<file path="src/rtl/synth_mode_pkg.sv">
package synth_mode_pkg;
  // Bit positions decoded from the shadow copy.
  localparam int BIT_RB   = 1;
  localparam int BIT_MCNT = 2;
  localparam int BIT_PD   = 3;
  localparam int BIT_LOAD = 4;
  localparam int BIT_MSEL = 5;
  localparam int BIT_RCNT = 6;

  typedef enum logic [2:0] {
    SRC_NONE,
    SRC_RB,
    SRC_MCNT,
    SRC_MSEL,
    SRC_RCNT
  } src_e;
endpackage

</file>
<file path="src/rtl/smr_sample.sv">
module smr_sample #(
  parameter int             W       = 1,
  parameter logic [W-1:0]   RST_VAL = '0
) (
  input  logic         clk,
  input  logic         rst,
  input  logic [W-1:0] d,
  output logic [W-1:0] q
);
  always_ff @(posedge clk) begin
    if (rst) q <= RST_VAL;
    else     q <= d;
  end
endmodule

</file>
<file path="src/rtl/smr_serial_port.sv">
module smr_serial_port #(
  parameter int REG_W = 8
) (
  input  logic             clk,
  input  logic             rst,
  input  logic             sclk_s,
  input  logic             sdat_s,
  input  logic             wr_s,
  output logic [REG_W-1:0] shadow,
  output logic             sclk_rise,
  output logic             strobe_fall
);
  logic             sclk_p;
  logic             wr_p;
  logic [REG_W-1:0] shift_q;

  assign sclk_rise   = sclk_s & ~sclk_p;
  assign strobe_fall = ~wr_s & wr_p;

  always_ff @(posedge clk) begin
    if (rst) begin
      sclk_p  <= 1'b0;
      wr_p    <= 1'b0;
      shift_q <= '0;
      shadow  <= '0;
    end else begin
      sclk_p <= sclk_s;
      wr_p   <= wr_s;
      if (sclk_rise)   shift_q <= {shift_q[REG_W-2:0], sdat_s};
      if (strobe_fall) shadow  <= shift_q;
    end
  end

  AST_SHADOW_HOLD: assert property (@(posedge clk) disable iff (rst)
    !strobe_fall |=> $stable(shadow)) else $error("shadow moved without strobe");
endmodule

</file>
<file path="src/rtl/smr_readback.sv">
module smr_readback #(
  parameter int AUX_W = 16
) (
  input  logic             clk,
  input  logic             rst,
  input  logic [AUX_W-1:0] aux_word,
  input  logic             load_strobe,
  input  logic             rb_active,
  input  logic             sclk_rise,
  output logic             rb_bit
);
  logic             active_p;
  logic [AUX_W-1:0] rb_q;
  logic             load;

  assign load   = load_strobe | (rb_active & ~active_p);
  assign rb_bit = rb_q[0];

  always_ff @(posedge clk) begin
    if (rst) begin
      active_p <= 1'b0;
      rb_q     <= '0;
    end else begin
      active_p <= rb_active;
      if (load)           rb_q <= aux_word;
      else if (sclk_rise) rb_q <= rb_q >> 1;
    end
  end

  AST_RB_DRAINED: assert property (@(posedge clk) disable iff (rst)
    (rb_q == '0 && !load) |=> rb_q == '0) else $error("drained readback refilled");
endmodule

</file>
<file path="src/rtl/smr_out_mux.sv">
module smr_out_mux
  import synth_mode_pkg::*;
#(
  parameter int REG_W = 8
) (
  input  logic             clk,
  input  logic             rst,
  input  logic [REG_W-1:0] shadow,
  input  logic             enh_s,
  input  logic             m_s,
  input  logic             msel_s,
  input  logic             r_s,
  input  logic             rb_bit,
  output logic             rb_active,
  output logic             pwr_down,
  output logic             cnt_load,
  output logic             dout,
  output logic             sel_err
);
  logic [REG_W-1:0] act;
  logic [3:0]       sel;
  logic             pd;
  src_e             src;
  logic             src_val;

  assign act       = enh_s ? '0 : shadow;
  assign sel       = {act[BIT_RCNT], act[BIT_MSEL], act[BIT_MCNT], act[BIT_RB]};
  assign pd        = act[BIT_PD];
  assign rb_active = act[BIT_RB];

  always_comb begin
    if (sel[0])      src = SRC_RB;
    else if (sel[1]) src = SRC_MCNT;
    else if (sel[2]) src = SRC_MSEL;
    else if (sel[3]) src = SRC_RCNT;
    else             src = SRC_NONE;
  end

  always_comb begin
    case (src)
      SRC_RB:   src_val = rb_bit;
      SRC_MCNT: src_val = m_s;
      SRC_MSEL: src_val = msel_s;
      SRC_RCNT: src_val = r_s;
      default:  src_val = 1'b0;
    endcase
  end

  always_ff @(posedge clk) begin
    if (rst) begin
      pwr_down <= 1'b0;
      cnt_load <= 1'b0;
      dout     <= 1'b0;
      sel_err  <= 1'b0;
    end else begin
      pwr_down <= pd;
      cnt_load <= act[BIT_LOAD] & ~pd;
      dout     <= src_val & ~pd;
      sel_err  <= ~pd & ($countones(sel) > 1);
    end
  end

  AST_ENH_OFF: assert property (@(posedge clk) disable iff (rst)
    enh_s |=> (!pwr_down && !cnt_load && !dout && !sel_err)) else $error("enable gate");
  AST_PD_QUIET: assert property (@(posedge clk) disable iff (rst)
    pd |=> (!dout && !cnt_load)) else $error("power-down leak");
  AST_IDLE_LOW: assert property (@(posedge clk) disable iff (rst)
    (sel == 4'b0) |=> !dout) else $error("idle output high");
  AST_MULTI_ERR: assert property (@(posedge clk) disable iff (rst)
    ($countones(sel) > 1 && !pd) |=> sel_err) else $error("missing select error");
endmodule

</file>
<file path="src/rtl/synth_mode_reg.sv">
module synth_mode_reg #(
  parameter int REG_W = 8,
  parameter int AUX_W = 16
) (
  input  logic             clk,
  input  logic             rst,
  input  logic             ser_clk,
  input  logic             ser_dat,
  input  logic             wr_strb,
  input  logic             enh_n,
  input  logic [AUX_W-1:0] aux_word,
  input  logic             m_cnt,
  input  logic             presc_msel,
  input  logic             r_cnt,
  output logic             pwr_down,
  output logic             cnt_load,
  output logic             dout,
  output logic             sel_err
);
  localparam int         N_IN     = 7;
  localparam logic [N_IN-1:0] IN_RST = 7'b0001000; // enable sampled as inactive

  logic [N_IN-1:0]  in_s;
  logic [REG_W-1:0] shadow;
  logic             sclk_rise;
  logic             strobe_fall;
  logic             rb_active;
  logic             rb_bit;

  smr_sample #(.W(N_IN), .RST_VAL(IN_RST)) u_sample (
    .clk (clk),
    .rst (rst),
    .d   ({r_cnt, presc_msel, m_cnt, enh_n, wr_strb, ser_dat, ser_clk}),
    .q   (in_s)
  );

  smr_serial_port #(.REG_W(REG_W)) u_port (
    .clk         (clk),
    .rst         (rst),
    .sclk_s      (in_s[0]),
    .sdat_s      (in_s[1]),
    .wr_s        (in_s[2]),
    .shadow      (shadow),
    .sclk_rise   (sclk_rise),
    .strobe_fall (strobe_fall)
  );

  smr_readback #(.AUX_W(AUX_W)) u_rb (
    .clk         (clk),
    .rst         (rst),
    .aux_word    (aux_word),
    .load_strobe (strobe_fall),
    .rb_active   (rb_active),
    .sclk_rise   (sclk_rise),
    .rb_bit      (rb_bit)
  );

  smr_out_mux #(.REG_W(REG_W)) u_mux (
    .clk       (clk),
    .rst       (rst),
    .shadow    (shadow),
    .enh_s     (in_s[3]),
    .m_s       (in_s[4]),
    .msel_s    (in_s[5]),
    .r_s       (in_s[6]),
    .rb_bit    (rb_bit),
    .rb_active (rb_active),
    .pwr_down  (pwr_down),
    .cnt_load  (cnt_load),
    .dout      (dout),
    .sel_err   (sel_err)
  );
endmodule

</file>
<file path="config.mk">
export PLATFORM = sky130hd
export DESIGN_NAME = synth_mode_reg
export DESIGN_NICKNAME = d
export VERILOG_FILES = /design/src/rtl/synth_mode_pkg.sv /design/src/rtl/smr_sample.sv /design/src/rtl/smr_serial_port.sv /design/src/rtl/smr_readback.sv /design/src/rtl/smr_out_mux.sv /design/src/rtl/synth_mode_reg.sv
export SDC_FILE = /design/constraint.sdc
export NUM_CORES = 1
export LEC_CHECK = 0
export ABC_AREA = 1
export BUFFER_PORTS_ARGS = -buffer_cell sky130_fd_sc_hd__buf_4
export CORE_MARGIN = 3
export CORE_UTILIZATION = 35
export CTS_CLUSTER_DIAMETER = 30
export DETAILED_ROUTE_END_ITERATION = 8
export RECOVER_POWER = 25
export SLEW_MARGIN = 20
export SYNTH_ARGS = -nofsm -noshare
export SYNTH_HDL_FRONTEND = slang
export SYNTH_HIERARCHICAL = 1
export SYNTH_SLANG_ARGS = --single-unit
</file>
<file path="constraint.sdc">
create_clock -name clk -period 1.7 [get_ports clk]
set_input_delay 0.17 -clock clk [delete_from_list [all_inputs] [get_ports clk]]
set_output_delay 0.17 -clock clk [all_outputs]
set_load 0.05 [all_outputs]
</file>
# Yosys cells after proc, flatten, opt, wreduce, memory -nomap -nowiden

Cells that the tools add are included.

Register bits after elaboration: 44
Bits in latches: 0
Memory bits (writable): 0
Bits in read-only memories: 0
Memories kept: 0

Add/sub/neg operators: 3
Multipliers: 0
Divide/modulo/power cells: 0
Order comparisons: 1
Equality and inequality tests: 4
Shift operators: 0
Muxes and demuxes: 8
Bitwise gates (word level): 11
Reductions and logical operators: 1

Operators by type and width:

| operator                                             | number |
|---|---|
| adder 32 bit                                         | 1 |
| > comparator 32 x 2 -> 1 bit (second input constant) | 1 |
| 2-to-1 mux 16 bit                                    | 2 |
| 2-to-1 mux 3 bit                                     | 4 |
| 2-to-1 mux 7 bit                                     | 1 |
| bitwise AND 1 bit                                    | 6 |
| equality test 3 x 2 -> 1 bit (second input constant) | 2 |
| adder 1 x 1 -> 2 bit                                 | 2 |
| inverter 1 bit                                       | 4 |
| one-hot mux 1 bit (4 select lines)                   | 1 |
| equality test 3 x 1 -> 1 bit (second input constant) | 1 |
| equality test 3 bit (second input constant)          | 1 |
| nonzero test 2 bit                                   | 1 |
| OR 1 bit                                             | 1 |

# Depth between registers and ports, before layout

Depth after elaboration: 8
Mapped depth: 9
Depth with buffers taken out: 8

# By module

The synthesis kept the hierarchy.

By module, submodules not included:

| module          | times used | cells each | area each (sq um) |
|---|---|---|---|
| smr_readback    | 1          | 144        | 1,039.7 |
| smr_serial_port | 1          | 103        | 750.7 |
| smr_out_mux     | 1          | 32         | 219.0 |
| smr_sample      | 1          | 22         | 196.4 |

# Worst setup path before layout

No wires, ideal clock.

Kind: register -> register
From: reg u_sample.q[3]
To: reg u_mux.sel_err
Library setup time: 0.117 ns
Arrival time: 1.142 ns
Required time: 1.583 ns
Slack: 0.441 ns
Cell stages (with the launch flop): 6
Path buffers: 0
Period minus slack after synthesis: 1.259 ns
Path through: dfxtp_1 inv_2 nand2_2 fa_1 nand3b_1 a21oi_1

Word-level cells in the longest chain between the ends: 5
Elaborated cells on any way between the ends: 7

RTL lines:

| item                                       | RTL line          | text |
|---|---|---|
| from (decl)                                | smr_sample.sv:8   | `output logic [W-1:0] q` |
| from (signal assigned)                     | smr_sample.sv:11  | `if (rst) q <= RST_VAL;` |
| from (signal assigned)                     | smr_sample.sv:12  | `else q <= d;` |
| 2-to-1 mux 7 bit *                         | smr_out_mux.sv:26 | `assign act = enh_s ? '0 : shadow;` |
| adder 1 x 1 -> 2 bit (not written as such) | smr_out_mux.sv:59 | `sel_err <= ~pd & ($countones(sel) > 1);` |
| adder 32 bit (not written as such)         | smr_out_mux.sv:59 |  |
| > comparator 32 x 2 -> 1 bit               | smr_out_mux.sv:59 |  |
| bitwise AND 1 bit *                        | smr_out_mux.sv:59 |  |
| to (signal assigned)                       | smr_out_mux.sv:59 |  |
| to (decl)                                  | smr_out_mux.sv:18 | `output logic sel_err` |

Mark *: on every way between the ends. The rest lies on a longest branch, timed or not.
A chain may end at the register's enable or synchronous reset.

# Worst setup path after layout

From: reg u_sample.q[3]
To: reg u_rb.rb_q[14]

Word-level cells in the longest chain between the ends: 4
Elaborated cells on any way between the ends: 5

RTL lines:

| item                                                           | RTL line             | text |
|---|---|---|
| 2-to-1 mux 7 bit *                                             | smr_out_mux.sv:26    |  |
| net rb_active                                                  | synth_mode_reg.sv:27 | `logic rb_active;` |
| bitwise AND 1 bit *                                            | smr_readback.sv:16   | `assign load = load_strobe \| (rb_active & ~active_p);` |
| OR 1 bit *                                                     | smr_readback.sv:16   |  |
| 2-to-1 mux 16 bit / nonzero test 2 bit (equally long branches) | -                    |  |
| to (signal assigned)                                           | smr_readback.sv:25   | `if (load) rb_q <= aux_word;` |
| to (signal assigned)                                           | smr_readback.sv:26   | `else if (sclk_rise) rb_q <= rb_q >> 1;` |
| to (decl)                                                      | smr_readback.sv:13   | `logic [AUX_W-1:0] rb_q;` |

Mark *: on every way through the listed nets, which the timed path passes. The rest lies on a longest branch.

==> impl_results.md <==
* Layout Skew at around 0.0042 ns
* Syn Area/Cell at 7.33 µm²
* Post-CTS sizing at 0
* CTS clock-pin slew for the worst setup and hold paths at ~0.080 ns
* Arrival @ worst endpoint at 1.61 ns
* Worst IR Drop VDD at 0.318 mV
* Final Hold Viols at 0
* Post-CTS Setup Inserts at 0
* RSZ-0062 raised after global routing: false
* Crit Path Class: reg -> reg
* Gpl congestion at 0.740
* FILL cells at 619
* Gr usage total at 0.116
* Hold_ws at 0.0546 ns
* Port bufs at 28
* Die height at 83.2 µm
* CP Capture Type: flip-flop
* Fmax at 699 MHz
* Mapped Nets at 311
* Leakage at 0.00107 µW
* Fin crit period at roughly 1.4 ns
* Synth warnings at 6
* CTS sink cnt at 43
* Initial antenna violation count at 0
* Min-delay worst type: in -> reg
* Chip Width at 83.2 µm
* Final Cycle Share at 0.842
* Status: complete, no violations
* Max Cap Viol at 0
* Layout Nets at 335
* Setup TNS at 0 ns
* Vias per std cell at 4.49
* # diodes at 0
* Crit start category: flip-flop
* Final Slew Violations at 0
* Placed insts at 374
* Syn Inst Count at 285
* Total grt overflow at 0
* Clk Latency, worst-skew pair at 0.29 ns
* Clock Tree Buf Depth at 2
* Wire per inst at 9.92 µm
* Core ar. at 5640 µm²
* CTS tree: done
* Via count at 1717
* CP Max Fanout at 17
* Setup violations, final at 0
* Fin cells at 382
* IO Count at 29
* DR iter-0 viols at 88
* Residual DRC at 0
* Pwr dens at 834 nW/µm²
* Hold-fix buffers at CTS at 0
* Layout cells sized above 1 at 0.242
* Slew @ Worst Pin at 1.07 ns
* Area Growth Syn to Fin at 13.7%
* Die ar. at just under 7000 µm²
* Largest net degree at the start of global routing at 32
* Antenna Violating Nets Remaining at 0
* Vias in the first global route at 1523
* Final core occ at 0.421
* Syn Std Cell Area at 2090 µm²
* Tot Pwr at 1980 µW
* Post-Route WL at 3790 µm
* Global-route wire length before repair at between 6000 and 7000 µm
* H-tree depth at 2
* Number of buffers created by CTS at 5
* Req. time, crit path at 1.88 ns
* # rows at 27
* Relative slew slack at 0.286
* Initial core utilization at 0.370
* TritonRoute pass-1 iters at 4
* DP Wirelength at 2530 µm
* CTS Root Cell: clkbuf_8
[final cells by class]
type	count	area, µm²	share of cell area
repair buffers	32	234	0.0986
multi-input cells	179	915	0.385
clock buffers	5	68.8	0.0290
inverters	48	185	0.0780
flip-flops and latches	43	861	0.363
clock inverters	3	20.0	0.00843
well taps	72	90.1	0.0380
[where the power goes]
part,switching [µW],internal (µW),total [µW]
Combinational,144,109,253
Sequential,30.5,1060,1090
Clock,352,286,638
[metal layers]
layer,up-vias,global-route usage,part of all wire
met5,-,0,0
met4,0,0.0357,0.0066
met3,2,0.0466,0.045
met2,26,0.175,0.46
met1,758,0.151,0.49
li1,931,-,-
[flip-flops by register name (all words and copies together) (netlist names), 6 cells and up]
register        cells
u_sample/q          7
u_port/shift_q      7
u_rb/rb_q          16
u_port/shadow       6
[cells in the final DEF, fill, tap and decap left out, types with 5 or more instances in the layout]
cell / instances
buf_4: 30
nand4_1: 16
clkbuf_8: 5
a21oi_2: 12
nor2_1: 40
inv_1: 39
dfxtp_1: 43
inv_2: 7
nand2_2: 11
a21oi_1: 6
nand2_1: 56
nand3_1: 30
[per-stage QoR]
step	cell area, µm²	setup slack [ns]
after floorplan	2090	0.441
after global placement	2290	0.331
after detailed placement	2290	0.293
after CTS	2380	0.273
after global routing	2370	0.114
final	2370	0.269
[path summary, 6_finish.rpt]
kind	slack (ns)	start	to	cells after the start
max reg2reg	0.27	u_sample/q[3]	u_rb/rb_q[14]	8
max	0.27	u_sample/q[3]	u_rb/rb_q[14]	8
min	0.05	enh_n	u_sample/q[3]	3
min reg2reg	0.46	u_port/shadow[3]	u_mux/pwr_down	2
[critical path, cell delays in order (launching register included)]
cell     delay [ns]
dfxtp_1        0.39
inv_2          0.09
nand2_2        0.10
inv_1          0.08
nand2_4        0.18
buf_4          0.24
nand3_1        0.08
nand2_1        0.09
a21oi_1        0.06
Note: power is estimated with default switching activity, not from simulation.
